File: config.mk
export PLATFORM = sky130hd
export DESIGN_NAME = dual_serial_rx
export DESIGN_NICKNAME = d
export VERILOG_FILES = /design/src/rtl/dsrx_pkg.sv /design/src/rtl/dsrx_ctrl.sv /design/src/rtl/dsrx_datapath.sv /design/src/rtl/dual_serial_rx.sv
export SDC_FILE = /design/constraint.sdc
export NUM_CORES = 1
export LEC_CHECK = 0
export ABC_AREA = 1
export BUFFER_PORTS_ARGS = -buffer_cell sky130_fd_sc_hd__buf_2
export CORE_ASPECT_RATIO = 0.7
export CORE_MARGIN = 4
export CORE_UTILIZATION = 35
export CTS_CLUSTER_DIAMETER = 30
export DETAILED_ROUTE_END_ITERATION = 8
export PLACE_DENSITY_LB_ADDON = 0.08
export SYNTH_ARGS = -nofsm -noshare
export SYNTH_HDL_FRONTEND = slang
export SYNTH_SLANG_ARGS = --single-unit
File: constraint.sdc
create_clock -name clk -period 2 [get_ports clk]
set_input_delay 0.2 -clock clk [delete_from_list [all_inputs] [get_ports clk]]
set_output_delay 0.2 -clock clk [all_outputs]
set_load 0.05 [all_outputs]
File: src/rtl/dsrx_pkg.sv
package dsrx_pkg;
  typedef enum logic [2:0] {
    ST_IDLE, ST_START, ST_DATA, ST_PARITY, ST_STOP
  } rxState_t;

  // Strobes from the sequencer to the datapath, one cycle each.
  typedef struct packed {
    logic startChar;   // clear shift register and parity accumulator
    logic shiftBit;    // shift serialIn into the character
    logic parityBit;   // fold serialIn into the parity accumulator only
    logic finish;      // character complete: load data register
    logic stopLow;     // a stop bit of this character was low
  } rxStrobes_t;
endpackage

File: src/rtl/dsrx_ctrl.sv
module dsrx_ctrl
  import dsrx_pkg::*;
#(
  parameter int DATA_W     = 8,
  parameter int OVERSAMPLE = 16,
  localparam int LEN_W  = $clog2(DATA_W),
  localparam int TICK_W = $clog2(OVERSAMPLE)
) (
  input  logic             clk,
  input  logic             rstN,
  input  logic             rxEnable,
  input  logic             syncMode,
  input  logic             sampleTick,
  input  logic             serialClk,
  input  logic             serialIn,
  input  logic [LEN_W-1:0] dataLen,
  input  logic             parityEn,
  input  logic             twoStop,
  output rxStrobes_t       strobes
);
  localparam logic [TICK_W-1:0] MID = TICK_W'(OVERSAMPLE / 2);

  rxState_t          state, stateNext;
  logic [TICK_W-1:0] tickCnt, tickNext;
  logic [LEN_W-1:0]  bitCnt, bitNext;
  logic              secondStop, secondNext;
  logic              stopBad, stopBadNext;
  logic              clkPrev;
  logic              clkRise, midPoint;

  assign clkRise  = serialClk & ~clkPrev;
  assign midPoint = sampleTick && (tickCnt == MID);

  always_comb begin
    stateNext   = state;
    tickNext    = tickCnt;
    bitNext     = bitCnt;
    secondNext  = secondStop;
    stopBadNext = stopBad;
    strobes     = '0;
    if (state != ST_IDLE && sampleTick) tickNext = tickCnt + 1'b1;
    case (state)
      ST_IDLE: begin
        if (syncMode) begin
          if (clkRise) begin
            strobes.startChar = 1'b1;
            strobes.shiftBit  = 1'b1;
            if (dataLen == '0) strobes.finish = 1'b1;
            else begin
              bitNext   = LEN_W'(1);
              stateNext = ST_DATA;
            end
          end
        end else if (sampleTick && !serialIn) begin
          tickNext  = TICK_W'(1);
          stateNext = ST_START;
        end
      end
      ST_START: begin
        if (midPoint) begin
          if (serialIn) stateNext = ST_IDLE;
          else begin
            strobes.startChar = 1'b1;
            bitNext   = '0;
            stateNext = ST_DATA;
          end
        end
      end
      ST_DATA: begin
        if (syncMode ? clkRise : midPoint) begin
          strobes.shiftBit = 1'b1;
          if (bitCnt == dataLen) begin
            if (syncMode) begin
              strobes.finish = 1'b1;
              stateNext = ST_IDLE;
            end else begin
              secondNext  = 1'b0;
              stopBadNext = 1'b0;
              stateNext   = parityEn ? ST_PARITY : ST_STOP;
            end
          end else begin
            bitNext = bitCnt + 1'b1;
          end
        end
      end
      ST_PARITY: begin
        if (midPoint) begin
          strobes.parityBit = 1'b1;
          stateNext = ST_STOP;
        end
      end
      ST_STOP: begin
        if (midPoint) begin
          if (twoStop && !secondStop) begin
            secondNext  = 1'b1;
            stopBadNext = stopBad | ~serialIn;
          end else begin
            strobes.finish  = 1'b1;
            strobes.stopLow = stopBad | ~serialIn;
            stateNext = ST_IDLE;
          end
        end
      end
      default: stateNext = ST_IDLE;
    endcase
    if (!rxEnable) begin
      stateNext = ST_IDLE;
      strobes   = '0;
    end
  end

  always_ff @(posedge clk) begin
    if (!rstN) begin
      state      <= ST_IDLE;
      tickCnt    <= '0;
      bitCnt     <= '0;
      secondStop <= 1'b0;
      stopBad    <= 1'b0;
      clkPrev    <= 1'b0;
    end else begin
      state      <= stateNext;
      tickCnt    <= tickNext;
      bitCnt     <= bitNext;
      secondStop <= secondNext;
      stopBad    <= stopBadNext;
      clkPrev    <= serialClk;
    end
  end
endmodule

File: src/rtl/dsrx_datapath.sv
module dsrx_datapath
  import dsrx_pkg::*;
#(
  parameter int DATA_W = 8,
  localparam int LEN_W = $clog2(DATA_W)
) (
  input  logic              clk,
  input  logic              rstN,
  input  logic              serialIn,
  input  logic              syncMode,
  input  logic [LEN_W-1:0]  dataLen,
  input  logic              parityEn,
  input  logic              parityOdd,
  input  logic              clearErr,
  input  logic              readStrobe,
  input  logic              rxIntEnable,
  input  rxStrobes_t        strobes,
  output logic [DATA_W-1:0] rxData,
  output logic              rxFull,
  output logic              parityErr,
  output logic              frameErr,
  output logic              overrunErr,
  output logic              rxIrq
);
  logic [DATA_W-1:0] shiftReg, shiftBase, shiftNext, aligned;
  logic              parAcc, accNext;
  logic [LEN_W:0]    shiftAmt;

  always_comb begin
    shiftBase = strobes.startChar ? '0 : shiftReg;
    shiftNext = strobes.shiftBit ? {serialIn, shiftBase[DATA_W-1:1]} : shiftBase;
    accNext   = (strobes.startChar ? 1'b0 : parAcc)
                ^ ((strobes.shiftBit | strobes.parityBit) & serialIn);
    shiftAmt  = (LEN_W+1)'(DATA_W - 1) - {1'b0, dataLen};
    aligned   = shiftNext >> shiftAmt;
  end

  always_ff @(posedge clk) begin
    if (!rstN) begin
      shiftReg   <= '0;
      parAcc     <= 1'b0;
      rxData     <= '0;
      rxFull     <= 1'b0;
      parityErr  <= 1'b0;
      frameErr   <= 1'b0;
      overrunErr <= 1'b0;
    end else begin
      shiftReg <= shiftNext;
      parAcc   <= accNext;
      if (strobes.finish) begin
        rxData <= aligned;
        rxFull <= 1'b1;
      end else if (readStrobe) begin
        rxFull <= 1'b0;
      end
      if (strobes.finish && rxFull && !readStrobe) overrunErr <= 1'b1;
      else if (clearErr) overrunErr <= 1'b0;
      if (strobes.finish && parityEn && !syncMode && (accNext ^ parityOdd)) parityErr <= 1'b1;
      else if (clearErr) parityErr <= 1'b0;
      if (strobes.finish && strobes.stopLow) frameErr <= 1'b1;
      else if (clearErr) frameErr <= 1'b0;
    end
  end

  assign rxIrq = rxIntEnable & (rxFull | parityErr | frameErr | overrunErr);
endmodule

File: src/rtl/dual_serial_rx.sv
module dual_serial_rx
  import dsrx_pkg::*;
#(
  parameter int DATA_W     = 8,
  parameter int OVERSAMPLE = 16,
  localparam int LEN_W = $clog2(DATA_W)
) (
  input  logic              clk,
  input  logic              rstN,
  input  logic              rxEnable,
  input  logic              syncMode,
  input  logic              sampleTick,
  input  logic              serialClk,
  input  logic              serialIn,
  input  logic [LEN_W-1:0]  dataLen,
  input  logic              parityEn,
  input  logic              parityOdd,
  input  logic              twoStop,
  input  logic              clearErr,
  input  logic              rxIntEnable,
  input  logic              readStrobe,
  output logic [DATA_W-1:0] rxData,
  output logic              rxFull,
  output logic              parityErr,
  output logic              frameErr,
  output logic              overrunErr,
  output logic              rxIrq
);
  rxStrobes_t strobes;

  dsrx_ctrl #(.DATA_W(DATA_W), .OVERSAMPLE(OVERSAMPLE)) u_ctrl (
    .clk, .rstN, .rxEnable, .syncMode, .sampleTick, .serialClk, .serialIn,
    .dataLen, .parityEn, .twoStop, .strobes
  );

  dsrx_datapath #(.DATA_W(DATA_W)) u_dp (
    .clk, .rstN, .serialIn, .syncMode, .dataLen, .parityEn, .parityOdd,
    .clearErr, .readStrobe, .rxIntEnable, .strobes,
    .rxData, .rxFull, .parityErr, .frameErr, .overrunErr, .rxIrq
  );
endmodule

==> results of run 1 <==
[cell type report]
| cell class | instances | area, um^2 |
|---|---|---|
| fillers | 574 | 2800 |
| multi-input cells | 212 | 1260 |
| flip-flops and latches | 34 | 686 |
| repair buffers | 49 | 330 |
| inverters | 42 | 165 |
| well taps | 72 | 90.1 |
| clock buffers | 7 | 86.3 |
| clock inverters | 1 | 5.00 |
[flip-flops by register name (all words and copies together) (netlist names)]
signal / cells
u_dp.shiftReg: 8
u_ctrl.secondStop: 1
u_ctrl.stopBad: 1
u_dp.frameErr: 1
u_ctrl.tickCnt: 4
u_ctrl.bitCnt: 3
u_dp.parityErr: 1
u_dp.overrunErr: 1
u_dp.rxData: 8
u_dp.rxFull: 1
u_dp.parAcc: 1
u_ctrl.state: 3
u_ctrl.clkPrev: 1
[logic make-up (layout without fill, tap and decap cells)]
kind of cell	Yosys count	in the layout	synth area share
and+or+nand+nor	152	152	0.368
DFF	34	34	0.337
adders and majority gates	3	3	0.0186
buffers and inverters	48	99	0.102
AOI/OAI and AO/OA	49	49	0.140
xor gates and xnor gates	8	8	0.0347
[through the flow]
step	area [um^2]	utilization	setup WS (ps)	instances	hold WS, ps
2_1_floorplan	2020	-	257	294	293
3_3_place_gp	2340	0.432	46.4	403	425
3_5_place_dp	2340	0.432	22.5	403	429
4_1_cts	2430	0.449	4.18	411	128
5_1_grt	2630	0.484	-18.1	417	143
6_report	2630	0.484	133	417	140
[synthesized netlist by cell type (all sizes together)]
| cell type | n | area share |
|---|---|---|
| nand2 | 61 | 0.12 |
| nand3 | 52 | 0.14 |
| inv | 41 | 0.077 |
| dfxtp | 34 | 0.34 |
| nor2 | 28 | 0.074 |
| a21oi | 27 | 0.072 |
| o21ai | 12 | 0.030 |
| nor3 | 5 | 0.017 |
| a211oi | 4 | 0.015 |
| buf | 4 | 0.019 |
| xnor2 | 4 | 0.017 |
| xor2 | 4 | 0.017 |
| ha | 3 | 0.019 |
| nand4 | 3 | 0.0093 |
| o211ai | 3 | 0.011 |
| a31oi | 2 | 0.0062 |
| clkbuf | 2 | 0.0037 |
| clkinv | 1 | 0.0019 |
| nand3b | 1 | 0.0037 |
| o41a | 1 | 0.0056 |
| or2 | 1 | 0.0031 |
| or3 | 1 | 0.0031 |
[worst max path at each step]
stage                          end               from
finish              u_dp.rxData[1]  u_ctrl.tickCnt[1]
floorplan           u_dp.rxData[2]  u_ctrl.tickCnt[0]
global route        u_dp.rxData[1]    u_ctrl.state[1]
CTS                 u_dp.rxData[1]  u_ctrl.tickCnt[1]
detailed placement  u_dp.rxData[1]  u_ctrl.tickCnt[1]
global placement    u_dp.rxData[0]  u_ctrl.tickCnt[1]
[where the power goes]
part	total, mW	switching [mW]	internal [mW]
Sequential	0.714	0.0176	0.696
Clock	0.529	0.251	0.278
Combinational	0.342	0.215	0.128
Total	1.58	0.483	1.10
[worst max-delay path, delay by kind of cell, from the launching register on]
| kind | cells | cell delay (ps) |
|---|---|---|
| adder cells (fa/ha/maj) | 1 | 120 |
| flip-flops | 1 | 340 |
| AND/OR/NAND/NOR | 13 | 970 |
| buffers and inverters | 4 | 350 |
[repair_timing]
action,CTS,global route
resized for setup,0,42
endpoints found under the hold margin,0,0
setup endpoints to repair,0,13
buffers inserted,0,6
[routing by layer]
metal  vias to the layer above  global-route usage  wire (um)
met2                        46               0.237       2290
met3                         0              0.0428        304
met1                       939               0.236       3040
met4                         0              0.0242          0
li1                       1073                   -          -
met5                         -                   0          0
==> reports/qor.yml, run 1 <==
status:
  status: "finished clean"
global_routing:
  grt_first_pass_wirelength_um: 9270
  grt_start_max_net_pins: 15
  grt_pass1_vias: 1963
  gr-total-overflow: 0
  track_usage: 0.160
  antenna_found_initial: 0
route:
  drt_wl_total_um: 5630
  vias_per_cell: 4.94
  drc_errors: 0
  drt_pass1_iterations: 4
  drt_first_iter_violations: 137
  wl_per_cell_um: 13.5
  drtAntennaViolNets: 0
  vias: 2058
logic_synthesis:
  syn_avg_cell_area_um2: 6.87
  postSynthCellCount: 294
  synth_nets: 313
  ys_ff_latch: 34
  ys_warn_count: 0
  netlist_area_um2: 2020
  synth_cell_types: 34
  ys_seq_area_frac: 0.337
timing:
  max_slew_margin: 0.780
  skew_ps: 9.89
  setup_violations: 0
  max_freq_mhz: 536
  slew_viol_final: 0
  fin_tns_setup_ps: 0
  fin_crit_sh: 0.933
  hold_viol: 0
  layout_min_cycle_time_ps: 1870
  max_slew.worst_pin.slew_ps: 326
clock_tree:
  cts_buffers: 5
  root_buffer: "clkbuf_8"
  cts_sinks: 34
  cts_tree: "done"
  clk_latency_ps: 290
  htreeDepth: 2
  cts_hold_buf: 0
  cts.path.max_buffers: 2
  clk_pin_slew_ps: 80
pwr:
  ir_worst_vdd_uv: 299
  power_density_nw_per_um2: 603
  power_leakage_nw: 1.23
  power_mw: 1.58
hold_path:
  hold_path.class: "in -> reg"
  min_from: "serialClk"
  min_path_cells: 3
  min_to: "u_ctrl.clkPrev"
floorplanning:
  core_region_area_um2: 5420
  start_util: 0.373
  pin_count: 29
  die_x_um: 98.8
  die-height_um: 71.6
  dieArea_um2: 7070
  rows: 22
setup_path:
  critical_path_class: "reg -> reg"
  cp_slowest_cell: "dfxtp_2"
  timing.rr.start: "u_ctrl.tickCnt[1]"
  reg2reg_depth: 18
  r2r-end: "u_dp.rxData[1]"
  worstPathCellList: "inv_2 -> ha_4 -> nand2_1 -> inv_2 -> nand3_2 -> nand2_2 -> nand2_4 -> buf_12 -> nand2_1 -> nand2_1 -> nand2_2 -> nand2_1 -> nand3_1 -> nand2_1 -> nand2_1 -> nand3_1 -> nand2_1 -> inv_1"
  crit_required_ps: 2180
  cp-end-kind: "flop"
  r2r_slack_ps: 130
  arrival_ps: 2050
  worstSetupStartpointType: "flop"
  cp_common_cell: "nand2_1"
  cp_max_fo: 6
  slowest_delay_ps: 340
placed_design:
  port_buffers: 28
  hpwl_um: 4300
  gp_congestion: 0.846
layout:
  nets: 363
  synthToLayoutAreaGrowth_pct: 30.0
  n_antenna_cell: 0
  drive_gt1_frac: 0.330
  layout_commonest_cell: "nand2_1"
  final_cell_mix: "nand2_1, nand3_1, inv_1, dfxtp_1, buf_2"
run:
  max_cap_violations: 0
Note: power is estimated with default switching activity, not from simulation.
==> run 2: changes to the inputs <==
--- a/config.mk
+++ b/config.mk
@@ -6,7 +6,7 @@
 export NUM_CORES = 1
 export LEC_CHECK = 0
 export ABC_AREA = 1
-export BUFFER_PORTS_ARGS = -buffer_cell sky130_fd_sc_hd__buf_2
+export BUFFER_PORTS_ARGS = -buffer_cell sky130_fd_sc_hd__buf_4
 export CORE_ASPECT_RATIO = 0.7
 export CORE_MARGIN = 4
 export CORE_UTILIZATION = 35
==> run 2 against run 1 <==
Compared with the run above:
- via count increased by 3.0%
- highest routed layer is now met4
- die area unchanged
- combinational power about the same
==> reports/qor.yml, run 2 (same netlist as run 1, synthesis figures left out) <==
status:
  status: "finished clean"
layout:
  reg_top3: "u_dp.rxData x8, u_dp.shiftReg x8, u_ctrl.tickCnt x4"
  final_core_util: 0.483  # -0.00115
  final_cell_mix: "nand2_1, buf_4, nand3_1, dfxtp_1, inv_1"
  n_antenna_cell: 0  # unchanged
  nets: 361  # -0.55%
  layout_commonest_cell: "nand2_1"
  synthToLayoutAreaGrowth_pct: 29.7
  drive_gt1_frac: 0.306  # -0.0243
setup_path:
  cp-end-kind: "flop"
  r2r-end: "u_dp.rxData[2]"
  worstSetupStartpointType: "flop"
  critical_path_class: "reg -> reg"
  reg2reg_depth: 16  # -2
  crit_path_start: "u_ctrl.tickCnt[0]"
  cp_max_fo: 4  # -2
  r2r_slack_ps: 140  # about the same
  timing.rr.start: "u_ctrl.tickCnt[0]"
  arrival_ps: 2040  # about the same
  crit_required_ps: 2180  # about the same
run:
  max_cap_violations: 0  # unchanged
pwr:
  ir_worst_vdd_uv: 336  # +12%
  power_leakage_nw: 1.21  # -1.6%
  power_density_nw_per_um2: 611  # +1.3%
timing:
  max_freq_mhz: 538  # +0.48%
  hold_viol: 0  # unchanged
  layout_min_cycle_time_ps: 1860  # -8.92 ps
  setup_violations: 0  # unchanged
  skew_ps: 8.46  # -1.43 ps
  fin_crit_sh: 0.929  # -0.00446
  max_slew_margin: 0.744  # -0.0362
  hold_ws_ps: 114  # -26.2 ps
  slew_viol_final: 0  # unchanged
  max_slew.worst_pin.slew_ps: 380  # +53.7 ps
route:
  vias_per_cell: 5.11  # +3.5%
  drtAntennaViolNets: 0  # unchanged
  drc_errors: 0  # unchanged
  drt_wl_total_um: 5580  # -0.96%
  vias: 2119  # +3.0%
  drt_first_iter_violations: 170  # +24%
  wl_per_cell_um: 13.4  # -0.48%
  drt_pass1_iterations: 5  # +1
global_routing:
  grt_start_max_net_pins: 15  # unchanged
  grt_pass1_vias: 1896  # -3.4%
  track_usage: 0.155  # -0.00463
  antenna_found_initial: 0  # unchanged
  gr-total-overflow: 0  # unchanged
  grt_first_pass_wirelength_um: 9020  # -2.7%
floorplanning:
  core_region_area_um2: 5420  # unchanged
  rows: 22  # unchanged
  die-height_um: 71.6  # unchanged
  die_x_um: 98.8  # unchanged
  start_util: 0.373  # unchanged
  dieArea_um2: 7070  # unchanged
  pin_count: 29  # unchanged
hold_path:
  min_from: "serialClk"
  min_to: "u_ctrl.clkPrev"
  hold_path.class: "in -> reg"
  min_path_cells: 3  # unchanged
clock_tree:
  cts_sinks: 34  # unchanged
  cts_buffers: 5  # unchanged
  htreeDepth: 2  # unchanged
  cts.path.max_buffers: 2  # unchanged
  clk_latency_ps: 290  # about the same
  root_buffer: "clkbuf_8"
  cts_hold_buf: 0  # unchanged
  cts_tree: "done"
  clk_pin_slew_ps: 80  # about the same
placed_design:
  hpwl_um: 4210  # -2.1%
  port_buffers: 28  # unchanged
  gp_congestion: 0.901  # +6.5%
run 2: cell types whose count changed in the layout (fill, tap and decap cells not counted), moves of 2 or more:
cell     before  now
dfxtp_4       0    2
buf_12        2    0
buf_2        28    0
inv_2         8   10
nand3_1      33   40
buf_4        17   47
nand3_2      19   11
o21ai_2       3    1
o21ai_1       1    3
buf_6         2    0
dfxtp_2       4    2
run 2: final cells by class:
| type | instances | area [um^2] |
|---|---|---|
| multi-input cells | 212 | 1230 |
| inverters | 42 | 163 |
| repair buffers | 47 | 353 |
| flip-flops and latches | 34 | 691 |
| fillers | 564 | 2800 |
| clock inverters | 2 | 12.5 |
| well taps | 72 | 90.1 |
| clock buffers | 6 | 82.6 |
run 2: what timing repair did:
action                     CTS  global route
buffers inserted             0             8
gates cloned                 0             0
pin swaps                    0             7
resized for setup            1            32
setup endpoints to repair    1            16
run 2: how the worst max path moves through the flow:
stage / to / slack [ps] / depth (start not counted)
floorplan: u_dp.rxData[2] / 260 / 16
global placement: u_dp.rxData[3] / 90 / 15
detailed placement: u_dp.rxData[0] / 0.4 / 16
CTS: u_dp.rxData[2] / 20 / 13
global route: u_dp.rxData[0] / -30 / 18
finish: u_dp.rxData[2] / 140 / 16
run 2: worst max-delay path, cell delays in order (launching register included):
cell and delay [ps]:
dfxtp_4 350, inv_2 70, ha_4 130, nand2_2 50, inv_2 70, nand2_4 70
inv_4 70, nand2_2 50, o21ai_1 70, inv_1 60, a21oi_2 170, inv_2 90
buf_4 160, nor2_8 110, o21ai_1 80, o211ai_1 100, nor2_1 60
run 2: metal layers:
layer | GRT usage | share of wire
met5 | 0 | 0
met4 | 0.0227 | 0.0039
met3 | 0.0447 | 0.082
met2 | 0.230 | 0.42
met1 | 0.228 | 0.49
run 2: per-stage QoR:
step                      TNS [ps]  setup WS (ps)  power (mW)  cell area [um^2]  instances
after global routing         -78.2          -27.9        1.68              2620        415
after global placement           0           95.0        1.03              2360        399
after CTS                        0           19.7        1.57              2460        407
after floorplan                  0            257       0.927              2020        294
final                            0            142        1.60              2620        415
after detailed placement         0          0.449        1.02              2360        399
run 2: report_power, final:
group / internal, mW / switching [mW]
Clock: 0.277 / 0.271
Combinational: 0.130 / 0.210
Sequential: 0.696 / 0.0187
==> run 3: changes to the inputs <==
--- a/config.mk
+++ b/config.mk
@@ -9,7 +9,7 @@
 export BUFFER_PORTS_ARGS = -buffer_cell sky130_fd_sc_hd__buf_4
 export CORE_ASPECT_RATIO = 0.7
 export CORE_MARGIN = 4
-export CORE_UTILIZATION = 35
+export CORE_UTILIZATION = 30
 export CTS_CLUSTER_DIAMETER = 30
 export DETAILED_ROUTE_END_ITERATION = 8
 export PLACE_DENSITY_LB_ADDON = 0.08
==> constraint.sdc (replaced) <==
create_clock -name clk -period 2 [get_ports clk]
set_input_delay 0.2 -clock clk [delete_from_list [all_inputs] [get_ports clk]]
set_output_delay 0.2 -clock clk [all_outputs]
set_load 0.005 [all_outputs]
==> run 3 against run 2 <==
Compared with the run above:
- first-iteration DRC count decreased by 25%
- worst hold slack improved by 4.2 ps
- via count decreased by 4.6%
- die area increased by 15%
- sequential power about the same
- clock power increased by 20%
- non-clock buffer count decreased by 1
- cell area increased by 1.8%
==> reports/qor.yml, run 3 (same netlist as run 1, synthesis figures left out) <==
layout:
  nets: 362  # +0.28%
  design_area_um2: 2670  # +1.8%
  layout_commonest_cell: "nand2_1"
  final_cell_mix: "nand2_1, buf_4, nand3_1, inv_1, dfxtp_1"
  n_antenna_cell: 0  # unchanged
  nFillCells: 707  # +25%
  final_core_util: 0.419  # -0.0641
  drive_gt1_frac: 0.297  # -0.00961
  synthToLayoutAreaGrowth_pct: 32.0
  reg_top3: "u_dp.rxData x8, u_dp.shiftReg x8, u_ctrl.tickCnt x4"
floorplanning:
  die_x_um: 106  # +7.4%
  start_util: 0.317  # -0.0552
  core_region_area_um2: 6370  # +17%
  die-height_um: 76.7  # +7.1%
  rows: 24  # +9.1%
  pin_count: 29  # unchanged
  dieArea_um2: 8130  # +15%
timing:
  skew_ps: 5.18  # -3.28 ps
  setup_violations: 0  # unchanged
  max_slew.worst_pin.slew_ps: 371  # -9.44 ps
  layout_min_cycle_time_ps: 1890  # +37.2 ps
  hold_viol: 0  # unchanged
  slew_viol_final: 0  # unchanged
  max_slew_margin: 0.753  # +0.00897
  max_freq_mhz: 528  # -2.0%
  fin_crit_sh: 0.947  # +0.0186
placed_design:
  place_area_um2: 2390  # +1.3%
  gp_congestion: 0.887  # -1.6%
  port_buffers: 28  # unchanged
  hpwl_um: 4420  # +4.8%
route:
  vias: 2021  # -4.6%
  drt_wl_total_um: 5780  # +3.6%
  vias_per_cell: 4.65  # -9.0%
  drtAntennaViolNets: 0  # unchanged
  drt_pass1_iterations: 4  # -1
  drc_errors: 0  # unchanged
  drt_first_iter_violations: 128  # -25%
  wl_per_cell_um: 13.3  # -1.1%
global_routing:
  grt_pass1_vias: 1834  # -3.3%
  track_usage: 0.141  # -0.0140
  gr-total-overflow: 0  # unchanged
  grt_start_max_net_pins: 15  # unchanged
  grt_first_pass_wirelength_um: 9330  # +3.4%
  antenna_found_initial: 0  # unchanged
clock_tree:
  cts_tree: "done"
  cts_sinks: 34  # unchanged
  htreeDepth: 2  # unchanged
  cts.path.max_buffers: 2  # unchanged
  cts_hold_buf: 0  # unchanged
  root_buffer: "clkbuf_8"
  clk_pin_slew_ps: 80  # about the same
  clk_latency_ps: 290  # about the same
  cts_buffers: 5  # unchanged
pwr:
  power_mw: 1.71  # +6.5%
  power_density_nw_per_um2: 640  # +4.6%
  ir_worst_vdd_uv: 272  # -19%
  power_leakage_nw: 1.23  # +1.6%
setup_path:
  cp_max_fo: 6  # +2
  crit_required_ps: 2190  # about the same
  cp-end-kind: "flop"
  worstSetupStartpointType: "flop"
  arrival_ps: 2090  # +50 ps
  critical_path_class: "reg -> reg"
status:
  status: "finished clean"
run:
  max_cap_violations: 0  # unchanged
hold_path:
  hold_path.class: "in -> reg"
## run 3: cell count changes in the layout (fill, tap and decap cells not counted), sizes merged
cell and change:
nand2 +2, buf -1, bufinv +1, clkbuf -1
clkinv +1, clkinvlp -1
## run 3: final timing paths
check / cells past startpoint / slack [ps] / from / to
worst min-delay path: 3 / 120 / serialClk / u_ctrl.clkPrev
worst min register to register: 2 / 470 / u_ctrl.secondStop / u_ctrl.secondStop
worst max register to register: 14 / 110 / u_ctrl.tickCnt[0] / u_dp.rxData[2]
worst max-delay path: 14 / 110 / u_ctrl.tickCnt[0] / u_dp.rxData[2]
## run 3: final cells by class
type | count | area [um^2] | area share
Sequential cell | 34 | 686 | 0.257
Timing Repair Buffer | 46 | 345 | 0.129
Inverter | 42 | 165 | 0.0619
Multi-Input combinational cell | 214 | 1250 | 0.468
Tap cell | 91 | 114 | 0.0427
Clock buffer | 5 | 68.8 | 0.0258
Clock inverter | 3 | 40.0 | 0.0150
## run 3: metal layers
metal / track usage / vias up / share of wire
li1: - / 1071 / -
met1: 0.237 / 903 / 0.58
met2: 0.174 / 43 / 0.37
met3: 0.0302 / 4 / 0.045
met4: 0.0310 / 0 / 0.0061
met5: 0 / - / 0
## run 3: stage by stage
stage / hold WS, ps / setup slack (ps) / instances / TNS [ps]
2_1_floorplan: 293 / 258 / 294 / 0
3_3_place_gp: 413 / 25.3 / 419 / 0
3_5_place_dp: 420 / 0.188 / 419 / 0
4_1_cts: 117 / 33.3 / 427 / 0
5_1_grt: 117 / -15.8 / 435 / -35.2
6_report: 118 / 105 / 435 / 0
## run 3: worst max-delay path, stage by stage (launching register included)
cell,delay [ps]
dfxtp_1,340
inv_1,50
ha_1,180
nand2_1,70
inv_2,50
nand3_1,120
nand2_2,130
nand2_4,120
inv_4,60
nand3_1,120
nand3_1,110
nand3_1,130
nand2_1,50
a31oi_1,180
nor2_1,50
## run 3: power breakdown
part           leakage [nW]  switching, mW  internal [mW]
Sequential            0.277         0.0170          0.695
Clock                0.0579          0.288          0.367
Combinational         0.894          0.215          0.124
## run 3: repair_timing
action	in CTS	in global routing
gates cloned	0	2
buffers inserted	0	6
resized for setup	1	32
pin swaps	0	6
setup endpoints to repair	1	13
